**config.mk**
```make
export PLATFORM = sky130hd
export DESIGN_NAME = ioredir_regfile
export DESIGN_NICKNAME = d
export VERILOG_FILES = /design/src/rtl/ioredir_pkg.sv /design/src/rtl/ioredir_decode.sv /design/src/rtl/ioredir_entry.sv /design/src/rtl/ioredir_regfile.sv
export SDC_FILE = /design/constraint.sdc
export NUM_CORES = 1
export LEC_CHECK = 0
export ABC_AREA = 1
export BUFFER_PORTS_ARGS = -buffer_cell sky130_fd_sc_hd__buf_2
export CAP_MARGIN = 20
export CORE_ASPECT_RATIO = 1.5
export CORE_MARGIN = 2
export CORE_UTILIZATION = 45
export CTS_CLUSTER_SIZE = 24
export DETAILED_ROUTE_END_ITERATION = 6
export PLACE_DENSITY = 0.6
export SLEW_MARGIN = 20
export SYNTH_ARGS = -nofsm -noshare
export SYNTH_HDL_FRONTEND = slang
export SYNTH_HIERARCHICAL = 1
export SYNTH_SLANG_ARGS = --single-unit
```
**constraint.sdc**
```tcl
create_clock -name clk -period 5.3 [get_ports clk]
set_input_delay 0 -clock clk [delete_from_list [all_inputs] [get_ports clk]]
set_output_delay 0 -clock clk [all_outputs]
set_load 0.02 [all_outputs]
```
**src/rtl/ioredir_pkg.sv**
```systemverilog
package ioredir_pkg;

    localparam int ABITS   = 5;
    localparam int IDXW    = 8;
    localparam logic [ABITS-1:0] OFS_INDEX  = 5'h00;
    localparam logic [ABITS-1:0] OFS_WINDOW = 5'h10;
    localparam logic [IDXW-1:0]  TABLE_BASE = 8'h10;

    typedef enum logic [2:0] {
        SEL_NONE,
        SEL_ID,
        SEL_VER,
        SEL_ARB,
        SEL_LO,
        SEL_HI
    } sel_e;

    // Routing fields kept per pin (status bits are live inputs, not stored).
    typedef struct packed {
        logic [7:0] vector;
        logic [2:0] dmode;
        logic       dstmode;
        logic       pol;
        logic       trig;
        logic       mask;
    } route_t;

    localparam route_t ROUTE_RESET = '{vector: 8'h00, dmode: 3'h0, dstmode: 1'b0,
                                       pol: 1'b0, trig: 1'b0, mask: 1'b1};

endpackage

```
**src/rtl/ioredir_decode.sv**
```systemverilog
module ioredir_decode
    import ioredir_pkg::*;
#(
    parameter int          NPINS   = 24,
    parameter logic [7:0]  VERSION = 8'h11,
    localparam int         PINW    = $clog2(NPINS)
) (
    input  logic [IDXW-1:0] idx,
    output sel_e            sel,
    output logic [PINW-1:0] pin
);

    localparam int TABLE_END = int'(TABLE_BASE) + 2 * NPINS;
    localparam bit HAS_ARB   = (VERSION >= 8'h10);

    logic [IDXW-1:0] rel;

    always_comb begin
        rel = idx - TABLE_BASE;
        pin = PINW'(rel >> 1);
        sel = SEL_NONE;
        if (idx == 8'd0) begin
            sel = SEL_ID;
        end else if (idx == 8'd1) begin
            sel = SEL_VER;
        end else if (idx == 8'd2 && HAS_ARB) begin
            sel = SEL_ARB;
        end else if (int'(idx) >= int'(TABLE_BASE) && int'(idx) < TABLE_END) begin
            sel = idx[0] ? SEL_HI : SEL_LO;
        end
    end

endmodule

```
**src/rtl/ioredir_entry.sv**
```systemverilog
module ioredir_entry
    import ioredir_pkg::*;
(
    input  logic        clk,
    input  logic        rst_n,
    input  logic        wr_lo,
    input  logic        wr_hi,
    input  route_t      route_in,
    input  logic [7:0]  dest_in,
    input  logic        busy_in,
    input  logic        irr_in,
    output logic [31:0] lo_word,
    output logic [31:0] hi_word,
    output route_t      route,
    output logic [7:0]  dest
);

    typedef struct packed {
        route_t     route;
        logic [7:0] staged;
        logic [7:0] dest;
    } ent_t;

    ent_t st_d, st_q;

    always_comb begin
        st_d = st_q;
        if (wr_hi) begin
            st_d.staged = dest_in;
        end
        if (wr_lo) begin
            st_d.route = route_in;
            st_d.dest  = st_q.staged;
        end
    end

    always_ff @(posedge clk or negedge rst_n) begin
        if (!rst_n) begin
            st_q <= '{route: ROUTE_RESET, staged: 8'h00, dest: 8'h00};
        end else begin
            st_q <= st_d;
        end
    end

    assign lo_word = {15'h0, st_q.route.mask, st_q.route.trig, irr_in, st_q.route.pol,
                      busy_in, st_q.route.dstmode, st_q.route.dmode, st_q.route.vector};
    assign hi_word = {st_q.staged, 24'h0};
    assign route   = st_q.route;
    assign dest    = st_q.dest;

endmodule

```
**src/rtl/ioredir_regfile.sv**
```systemverilog
module ioredir_regfile
    import ioredir_pkg::*;
#(
    parameter int         NPINS    = 24,
    parameter logic [7:0] VERSION  = 8'h11,
    parameter logic       PRQ_FLAG = 1'b1
) (
    input  logic               clk,
    input  logic               rst_n,
    input  logic               bus_wr,
    input  logic [4:0]         bus_addr,
    input  logic [31:0]        bus_wdata,
    output logic [31:0]        bus_rdata,
    input  logic [NPINS-1:0]   dlv_busy,
    input  logic [NPINS-1:0]   rem_irr,
    output logic [NPINS-1:0]   pin_mask,
    output logic [NPINS*8-1:0] pin_vector,
    output logic [NPINS*3-1:0] pin_dmode,
    output logic [NPINS-1:0]   pin_dstmode,
    output logic [NPINS-1:0]   pin_pol,
    output logic [NPINS-1:0]   pin_trig,
    output logic [NPINS*8-1:0] pin_dest
);

    localparam int         PINW    = $clog2(NPINS);
    localparam logic [7:0] MAX_ENT = 8'(NPINS - 1);

    typedef struct packed {
        logic [IDXW-1:0] idx;
        logic [3:0]      id;
    } top_t;

    top_t            st_d, st_q;
    sel_e            sel;
    logic [PINW-1:0] pin;
    logic            idx_wr, win_wr;
    logic [IDXW-1:0] cur_index;
    route_t          wr_route;
    logic [31:0]     lo_w [NPINS];
    logic [31:0]     hi_w [NPINS];
    logic [10:0]     wdata_unused;

    assign cur_index    = st_q.idx;
    assign idx_wr       = bus_wr && (bus_addr == OFS_INDEX);
    assign win_wr       = bus_wr && (bus_addr == OFS_WINDOW);
    assign wdata_unused = {bus_wdata[23:17], bus_wdata[14], bus_wdata[12], 2'b00};
    assign wr_route     = '{vector: bus_wdata[7:0], dmode: bus_wdata[10:8],
                            dstmode: bus_wdata[11], pol: bus_wdata[13],
                            trig: bus_wdata[15], mask: bus_wdata[16]};

    ioredir_decode #(.NPINS(NPINS), .VERSION(VERSION)) u_dec (
        .idx (st_q.idx),
        .sel (sel),
        .pin (pin)
    );

    always_comb begin
        st_d = st_q;
        if (idx_wr) begin
            st_d.idx = bus_wdata[IDXW-1:0];
        end
        if (win_wr && sel == SEL_ID) begin
            st_d.id = bus_wdata[27:24];
        end
    end

    always_ff @(posedge clk or negedge rst_n) begin
        if (!rst_n) begin
            st_q <= '0;
        end else begin
            st_q <= st_d;
        end
    end

    for (genvar g = 0; g < NPINS; g++) begin : g_pin
        route_t     r;
        logic [7:0] d;

        ioredir_entry u_ent (
            .clk      (clk),
            .rst_n    (rst_n),
            .wr_lo    (win_wr && sel == SEL_LO && pin == PINW'(g)),
            .wr_hi    (win_wr && sel == SEL_HI && pin == PINW'(g)),
            .route_in (wr_route),
            .dest_in  (bus_wdata[31:24]),
            .busy_in  (dlv_busy[g]),
            .irr_in   (rem_irr[g]),
            .lo_word  (lo_w[g]),
            .hi_word  (hi_w[g]),
            .route    (r),
            .dest     (d)
        );

        assign pin_mask[g]        = r.mask;
        assign pin_vector[g*8+:8] = r.vector;
        assign pin_dmode[g*3+:3]  = r.dmode;
        assign pin_dstmode[g]     = r.dstmode;
        assign pin_pol[g]         = r.pol;
        assign pin_trig[g]        = r.trig;
        assign pin_dest[g*8+:8]   = d;
    end

    always_comb begin
        bus_rdata = '0;
        if (bus_addr == OFS_INDEX) begin
            bus_rdata = {{(32-IDXW){1'b0}}, st_q.idx};
        end else if (bus_addr == OFS_WINDOW) begin
            case (sel)
                SEL_ID, SEL_ARB: bus_rdata[27:24] = st_q.id;
                SEL_VER:         bus_rdata = {8'h00, MAX_ENT, PRQ_FLAG, 7'h00, VERSION};
                SEL_LO:          bus_rdata = lo_w[pin];
                SEL_HI:          bus_rdata = hi_w[pin];
                default:         bus_rdata = '0;
            endcase
        end
    end

endmodule

```
# [Word level (Yosys, flattened, before mapping)]
# Cells that the tools add are included.
[totals] register_bits=756 input_bits=88
[op_classes] n_addsub=1 order_cmp=3 n_eq_ne=31 muxes=16 bitwise=1 n_reduce_logical=58
[op_table] operator="$bmux W32 S5" n=2
[op_table] operator="$mux W32" n=6
[op_table] operator="$pmux W24 S3" n=1
[op_table] operator="$logic_and A1 B1 Y1" n=54
[op_table] operator="$eq A5 B5 Y1 const B" n=9
[op_table] operator="$eq A5 B4 Y1 const B" n=8
[op_table] operator="$eq A5 B3 Y1 const B" n=4
[op_table] operator="$mux W3" n=4
[op_table] operator="$pmux W4 S3" n=1
[op_table] operator="$eq A5 B2 Y1 const B" n=2
[op_table] operator="$logic_not A5 Y1" n=2
[op_table] operator="$eq A8 B1 Y1 const B" n=1
[op_table] operator="$eq A8 B2 Y1 const B" n=1
[op_table] operator="$ge A8 B5 Y1 const B" n=1
[op_table] operator="$logic_not A8 Y1" n=1
[op_table] operator="$lt A8 B7 Y1 const B" n=1
[op_table] operator="$pmux W4 S2" n=1
[op_table] operator="$eq A3 B2 Y1 const B" n=2
[op_table] operator="$eq A3 B3 Y1 const B" n=2
[op_table] operator="$ge A6 B6 Y1 const B" n=1
[op_table] operator="$not A5 Y6" n=1
[op_table] operator="$sub A6 B5 Y6 const B" n=1
[op_table] operator="$eq A5 B1 Y1 const B" n=1
[op_table] operator="$eq A3 B1 Y1 const B" n=1
[op_table] operator="2 further kinds" n=2

# [Logic depth before layout (Yosys ltp)]
# Gate-level depths: netlist (run 1).
[logic_depth] ltp_word=11 depth_mapped=18 depth_no_buf=17

# [Cells and area by module]
# The synthesis (run 1) kept the hierarchy.
[by_module_without_submodules] mod="ioredir_entry" instances=24 cells_per_inst=188 area_per_inst_um2=1600.3 seq_area_each_um2=777.0
[by_module_without_submodules] mod="ioredir_regfile" instances=1 cells_per_inst=3738 area_per_inst_um2=15573.7 seq_area_each_um2=300.3
[by_module_without_submodules] mod="ioredir_decode" instances=1 cells_per_inst=28 area_per_inst_um2=170.2 seq_area_each_um2=0.0

# [Worst setup path before layout (run 1)]
# No wires, ideal clock.
[synth_path] path_type="flip-flop to flip-flop" start="register st_q, in the netlist cur_index[4]" end="register g_pin[7].u_ent.st_q, in the netlist g_pin[7].u_ent/dest[0]" setup_time_ns=0.117 t_arrival_ns=2.574 setup_slack_ns=2.609 stages_incl_launch_ff=16 n_path_buf=3 synth_period_minus_slack_ns=2.691 cell_sequence="dfrtp_1 inv_1 ha_1 nor3b_2 nand4_1 nand2_1 nand2_1 nor3_1 buf_2 nand3_1 clkbuf_1 nor2_1 inv_2 buf_6 nand2_1 nand2_1"
[synth_lines] element="start: declaration" line="ioredir_regfile.sv:33" text="top_t st_d, st_q;"
[synth_lines] element="start signal: assignment" line="ioredir_regfile.sv:71" text="st_q <= st_d;"
[synth_lines] element="$sub A6 B5 Y6" line="ioredir_decode.sv:19" text="rel = idx - TABLE_BASE;"
[synth_lines] element="net pin[3]" line="ioredir_regfile.sv:35" text="logic [PINW-1:0] pin;"
[synth_lines] element="$eq A5 B3 Y1" line="ioredir_regfile.sv:82" text=".wr_lo (win_wr && sel == SEL_LO && pin == PINW'(g)),"
[synth_lines] element="$logic_and A1 B1 Y1" line="ioredir_regfile.sv:82"
[synth_lines] element="end signal: assignment" line="ioredir_entry.sv:39" text="st_q <= '{route: ROUTE_RESET, staged: 8'h00, dest: 8'h00};"
[synth_lines] element="end signal: assignment" line="ioredir_entry.sv:41" text="st_q <= st_d;"
[synth_lines] element="end: declaration" line="ioredir_entry.sv:24" text="ent_t st_d, st_q;"
# The timed path passes the listed nets, and every way through them passes these cells.
# A chain may end at the register's enable or synchronous reset.

# [Final worst setup path (run 1)]
[layout_path] start="register st_q, in the netlist cur_index[4]" end="register g_pin[4].u_ent.st_q, in the netlist g_pin[4].u_ent/hi_word[27]"
[layout_lines] element="$sub A6 B5 Y6" line="ioredir_decode.sv:19"
[layout_lines] element="net pin[3]" line="ioredir_regfile.sv:35"
[layout_lines] element="$eq A5 B3 Y1" line="ioredir_regfile.sv:83" text=".wr_hi (win_wr && sel == SEL_HI && pin == PINW'(g)),"
[layout_lines] element="$logic_and A1 B1 Y1" line="ioredir_regfile.sv:83"
[layout_lines] element="end signal: assignment" line="ioredir_entry.sv:39"
[layout_lines] element="end signal: assignment" line="ioredir_entry.sv:41"
[layout_lines] element="end: declaration" line="ioredir_entry.sv:24"
# The timed path passes the listed nets, and every way through them passes these cells.

==> metrics.md, run 1 <==
| Metric | Value |
|---|---|
| Number of max-slew violations in the final report | `0` |
| WL final | `206,000 um` |
| Internal | `10.4 mW` |
| Routed wire per std cell | `20.7 um` |
| Final Hold Fails | `0` |
| Detail Route met2 WL | `94,000 um` |
| CTS sink cnt | `756` |
| Starting utilization of the core area | `45.4%` |
| LEAKAGE | `34.5 nW` |
| Slew HR | `20.3%` |
| Layout Nets | `8,422` |
| Core Area | `119,000 um^2` |
| Row count | `155` |
| Layout area overhead | `1.25%` |
| Layout Skew | `0.0327 ns` |
| Worst slew pin tran | `1.20 ns` |
| Netlist cell types | `26` |
| Synth async-reset ratio | `100%` |
| Port Buf Inserts | `662` |
| CTS max path bufs | `3` |
| First-pass GRT wire length | `300,000 um` |
| ANT nets after route | `0` |
| Final HPWL DP | `138,000 um` |
| Highest clock rate | `202 MHz` |
| Share of the synthesized area in the top cell type | `34.6%` |
| Skew-Pair Late Insertion Delay | `0.73 ns` |
| Final std cells w/o fill | `9,970` |
| Remaining DRCs | `0` |
| DIE AREA | `123,000 um^2` |
| First-iteration detailed-routing DRC count | `4,417` |
| M1 WL | `79,600 um` |
| Fin crit period | `4.96 ns` |
| Ratio of cells with drive above 1 in the final layout | `12.1%` |
| Sw frac | `35.0%` |
| Synth area leaders | `nand2_1 35%, dfrtp_1 34%, buf_4 20%` |
| Cells after DPL | `9,791` |
| Num CTS Buffers | `82` |
| Worst endpoint required time | `5.90 ns` |
| Highest routed layer | `met5` |
| Status | `finished, final reports clean` |
| Vias | `48,100` |
| Placer Congestion | `0.908` |
| Net Switching | `5.58 mW` |
| Power Dens Cells | `291 nW/um^2` |
| CP Capture Type | `flop` |
| Largest net degree at the start of global routing | `173` |
| Max-Cap Viols | `0` |
| Syn Inst Count | `8,278` |
| Mapped cell area | `54,200 um^2` |
| Final setup viols | `0` |
| Metal3 WL | `17,300 um` |
| Period utilisation layout | `93.5%` |
| Clock-pin slew on the worst setup and hold paths | `0.06 ns` |
| CP Data Arrival Time | `5.56 ns` |
| Seq cells post-synth | `756` |
| RSZ-0062 raised after global routing | `false` |
| Post-synthesis sequential area ratio | `35.0%` |
| Setup Fix Bufs, Post-CTS | `0` |
| TNS Setup | `0 ns` |
| Root Buffer | `clkbuf_16` |
| Die Ht | `429 um` |
| Top_reg_cell synth | `dfrtp_1` |
| Clock group share of total power | `40.0%` |
| Antenna violations before repair | `9` |
| Vias per cell | `4.82` |
| Hold Crit Class | `in2reg` |
| Critical path type | `reg2reg` |
| Gate power share | `23.3%` |
| Crit path max fanout | `29` |
| I/O pin count | `672` |
| VDD IR max | `279 uV` |
| Largest area contributor in the netlist | `nand2_1` |
| CP Launch Type | `flop` |
| Reg power frac | `36.7%` |
| Post-synth EDFFs | `0` |
| GR Overflow Total | `0` |
| Most frequent cell after synthesis | `nand2_1` |
| Die X | `287 um` |
| CTS tree | `built` |
| Mean Syn Cell Area | `6.54 um^2` |
| Vias in the first global route | `45,000` |
| Post-synth top cells | `4,996 x nand2_1, 1,422 x buf_4, 732 x dfrtp_1, 182 x nand4_1, 180 x buf_2` |
| Global-route total usage across every layer | `33.0%` |
| # H-tree levels | `3` |
| DRT Pass-1 Iters | `6` |
| Synth Warn # | `6` |
==> per-layer routing <==
| metal | vias up | GRT usage [%] |
|---|---|---|
| li1 | 23100 | - |
| met1 | 22400 | 40.5 |
| met3 | 461 | 5.93 |
| met4 | 4 | 21.7 |
| met5 | - | 0 |
| met2 | 2136 | 52.9 |
==> flip-flops by register name, indices dropped and copies added, names as in the netlist <==
signal               cells
st_q                     4
g_pin.u_ent/hi_word    192
g_pin.u_ent/lo_word    360
cur_index                8
g_pin.u_ent/dest       192
==> path summary, 6_finish.rpt <==
check / slack [ns] / to / start / depth (start not counted)
hold / removal: 0.06 / g_pin[21].u_ent/lo_word[5] / bus_wdata[5] / 3
max in group asynchronous: 3.40 / g_pin[8].u_ent/lo_word[2] / rst_n / 4
setup / recovery: 0.34 / g_pin[4].u_ent/hi_word[27] / cur_index[4] / 15
hold reg to reg: 0.47 / g_pin[22].u_ent/dest[3] / g_pin[22].u_ent/dest[3] / 2
setup reg to reg: 0.34 / g_pin[4].u_ent/hi_word[27] / cur_index[4] / 15
min in group asynchronous: 0.43 / g_pin[19].u_ent/dest[3] / rst_n / 3
==> layout make-up <==
class | instances | area [um^2]
Inverter | 126 | 495
Antenna cell | 1 | 2.50
Clock inverter | 43 | 603
Sequential cell | 756 | 19000
Multi-Input combinational cell | 6573 | 25900
Tap cell | 1570 | 1960
Fill cell | 12700 | 64400
Clock buffer | 109 | 2340
Timing Repair Buffer | 792 | 4570
==> repair_timing <==
| item | CTS | global route |
|---|---|---|
| hold buffers | 26 | 0 |
| endpoints found under the hold margin | 515 | 0 |
| gates resized for setup | 0 | 0 |
| setup endpoints to repair | 0 | 0 |
==> power by group through the flow <==
stage               clock (mW)  combinational [mW]  sequential [mW]
detailed placement           0                3.54             5.95
finish                    6.38                3.71             5.85
CTS                       6.48                3.56             5.85
global placement             0                3.54             5.95
floorplan                    0                2.86             5.93
global route              6.69                4.07             5.85
==> cell usage in the layout (no fill, tap or decap), drive strengths merged <==
| cell | synthesis | final |
|---|---|---|
| a21oi | 79 | 79 |
| buf | 1681 | 767 |
| bufinv | 0 | 10 |
| clkbuf | 54 | 109 |
| clkinv | 24 | 45 |
| clkinvlp | 0 | 5 |
| conb | 24 | 936 |
| dfrtp | 732 | 732 |
| dfstp | 24 | 24 |
| diode | 0 | 1 |
| dlygate4sd3 | 0 | 25 |
| ha | 3 | 3 |
| inv | 102 | 109 |
| mux2 | 12 | 12 |
| nand2 | 4996 | 4996 |
| nand3 | 142 | 142 |
| nand4 | 183 | 183 |
| nor2 | 105 | 105 |
| nor3 | 6 | 6 |
| nor3b | 1 | 1 |
| o21ai | 109 | 109 |
| or2 | 1 | 1 |
==> stage by stage <==
step / setup slack [ns] / total power, mW / hold slack, ns / utilization (%) / instance area [um^2]
floorplan: 2.61 / 8.78 / -0.296 / - / 57600
CTS: 0.498 / 15.9 / 0.000325 / 46.0 / 54800
detailed placement: 0.532 / 9.49 / 0.156 / 43.3 / 51600
global placement: 0.706 / 9.49 / 0.157 / 43.3 / 51600
global route: 0.224 / 16.6 / 0.0581 / 46.0 / 54800
finish: 0.343 / 15.9 / 0.0606 / 46.0 / 54800
==> worst max-delay path: stages (launching register included) <==
cell and delay, ns:
dfrtp_1 0.41, inv_1 0.26, ha_1 0.20, nor3b_2 0.28, nand4_2 0.16, nand2_1 0.11, nand2_1 0.05, nand2_1 0.11
inv_1 0.11, nor3_2 0.25, buf_4 0.42, nand3_2 0.91, nor2_1 0.95, inv_1 0.38, nand2_1 0.16, nand2_1 0.06
==> cells by family (layout without fill, tap and decap cells) <==
logic type,after synthesis,in the layout,synth area share [%]
other,24,937,0.166
AO/OA/AOI/OAI,188,188,1.74
flip-flops,756,756,35.0
multiplexers,12,12,0.250
adder cells (fa/ha/maj),3,3,0.0693
buffers and inverters,1861,1070,23.9
AND/OR/NAND/NOR,5434,5434,38.9
No activity file was read; power rests on OpenSTA's default activity.
==> run 2, diff against run 1 <==
--- a/config.mk
+++ b/config.mk
@@ -8,7 +8,7 @@
 export ABC_AREA = 1
 export BUFFER_PORTS_ARGS = -buffer_cell sky130_fd_sc_hd__buf_2
 export CAP_MARGIN = 20
-export CORE_ASPECT_RATIO = 1.5
+export CORE_ASPECT_RATIO = 0.9
 export CORE_MARGIN = 2
 export CORE_UTILIZATION = 45
 export CTS_CLUSTER_SIZE = 24
==> metrics.md, run 2 (synthesis gave the netlist of run 1 again) <==
| Metric | Value |
|---|---|
| Status | `finished, final reports clean` |
| Worst endpoint required time | `5.30 ns` |
| LEAKAGE | `34.6 nW` |
| Pre-CTS setup slack | `1.18 ns` |
| DRT Pass-1 Iters | `6` |
| Global-route total usage across every layer | `32.3%` |
| Most frequent cells in the layout | `4,996 x nand2_1, 936 x conb_1, 730 x dfrtp_1, 661 x buf_2, 182 x nand4_1` |
| CP Data Arrival Time | `4.67 ns` |
| Final core utilization | `46.2%` |
| Layout Skew | `0.0559 ns` |
| Row count | `120` |
| GR Overflow Total | `0` |
| Critical path type | `reg2out` |
| Routed wire per std cell | `20.3 um` |
| I/O pin count | `672` |
| Max-Cap Viols | `0` |
| Port Buf Inserts | `662` |
| Period utilisation layout | `88.1%` |
| DIE AREA | `123,000 um^2` |
| CTS max path bufs | `3` |
| First-pass GRT wire length | `295,000 um` |
| Die X | `370 um` |
| Highest clock rate | `214 MHz` |
| Final Hold Fails | `0` |
| Core Area | `119,000 um^2` |
| WL final | `204,000 um` |
| Largest net degree at the start of global routing | `155` |
| # H-tree levels | `3` |
| Root Buffer | `clkbuf_16` |
| Hold Crit Class | `in2reg` |
| Antenna violations before repair | `2` |
| Num CTS Buffers | `89` |
| CTS tree | `built` |
| Fin crit period | `4.67 ns` |
| Clock-pin slew on the worst setup and hold paths | `0.06 ns` |
| Layout Nets | `8,431` |
| Vias in the first global route | `43,100` |
| RSZ-0062 raised after global routing | `false` |
| VDD IR max | `230 uV` |
| Crit path max fanout | `16` |
| Worst slew pin tran | `1.17 ns` |
| CP Launch Type | `flop` |
| Starting utilization of the core area | `45.4%` |
| Most common cell after layout, fill and taps aside | `nand2_1` |
| Power Dens Cells | `295 nW/um^2` |
| Layout area overhead | `1.66%` |
| Final worst slack | `0.629 ns` |
| ANT nets after route | `0` |
| Skew-Pair Late Insertion Delay | `0.71 ns` |
| First-iteration detailed-routing DRC count | `4,987` |
| Ratio of cells with drive above 1 in the final layout | `12.1%` |
| Number of max-slew violations in the final report | `0` |
| TNS Setup | `0 ns` |
| Die Ht | `333 um` |
| CP Capture Type | `output pin` |
| Final setup viols | `0` |
| Max reg flops | `360` |
| Remaining DRCs | `0` |
| Vias | `48,600` |
| Vias per cell | `4.86` |
| CTS sink cnt | `756` |
| # resized after CTS | `0` |
| Placer Congestion | `0.905` |
| Final HPWL DP | `136,000 um` |
| Setup Fix Bufs, Post-CTS | `0` |
| Slew HR | `22.0%` |
-- run 2: changes by cell type in the layout (fill, tap and decap cells not counted), sizes merged --
cell    before  now
clkbuf     109  130
inv        109  106
buf        767  769
clkinv      45   43
bufinv      10    9
diode        1    2
-- run 2: layout make-up --
| type | count | area (um^2) |
|---|---|---|
| fillers | 12600 | 64200 |
| well taps | 1586 | 1980 |
| repair buffers | 794 | 4620 |
| clock buffers | 130 | 2590 |
| flip-flops and latches | 756 | 19000 |
| multi-input cells | 6573 | 25800 |
| inverters | 126 | 493 |
| clock inverters | 37 | 569 |
| diodes | 2 | 5.00 |
-- run 2: per-layer routing --
metal / track usage [%] / wire length, um / up-vias
met5: 0 / 33 / -
met2: 47.2 / 85600 / 2256
met1: 45.7 / 87500 / 22900
met4: 12.2 / 9120 / 4
met3: 8.10 / 21300 / 347
li1: - / - / 23100
-- run 2: where the power goes --
part / total [mW] / internal (mW) / switching, mW
combinational: 3.71 / 0.897 / 2.81
clock: 6.67 / 3.88 / 2.79
sequential: 5.87 / 5.80 / 0.0642
total: 16.2 / 10.6 / 5.66
-- run 2: final timing paths --
path	start	endpoint	depth (start not counted)	slack, ns
worst max-delay path	cur_index[4]	bus_rdata[3]	18	0.63
worst min-delay path	bus_wdata[27]	g_pin[23].u_ent/hi_word[27]	3	0.08
worst max register to register	cur_index[2]	g_pin[11].u_ent/hi_word[28]	15	1.13
worst min register to register	g_pin[16].u_ent/dest[1]	g_pin[16].u_ent/dest[1]	2	0.47
max in group asynchronous	rst_n	g_pin[5].u_ent/hi_word[29]	4	3.75
min in group asynchronous	rst_n	g_pin[18].u_ent/lo_word[16]	3	0.57
-- run 2: per-stage QoR --
stage / hold slack [ns] / instances / area (um^2) / power (mW)
3_3_place_gp: 0.0743 / 9808 / 51600 / 9.49
6_report: 0.0834 / 10000 / 55100 / 16.2
5_1_grt: 0.0514 / 10000 / 55000 / 16.9
2_1_floorplan: -0.296 / 9190 / 57600 / 8.78
4_1_cts: 0.0160 / 10000 / 55000 / 16.1
3_5_place_dp: 0.0722 / 9808 / 51600 / 9.49
-- run 2: worst max-delay path: stages, from the launching register on --
cell and delay (ns):
dfrtp_1 0.40, inv_1 0.24, ha_1 0.19, nor3b_2 0.24, nand4_1 0.21, nand3_1 0.15
nor2_1 0.08, inv_2 0.08, nor3_2 0.05, buf_4 0.18, or2_2 0.34, o21ai_1 0.46
inv_1 0.47, buf_16 0.29, nand2_1 0.08, clkinv_1 0.06, nand2_1 0.06, nand2_1 0.20
buf_2 0.23
-- run 2: timing repair --
action | 4_1_cts | 5_1_grt
endpoints found under the setup margin | 0 | 0
hold endpoints to repair | 664 | 0
hold buffers | 26 | 0
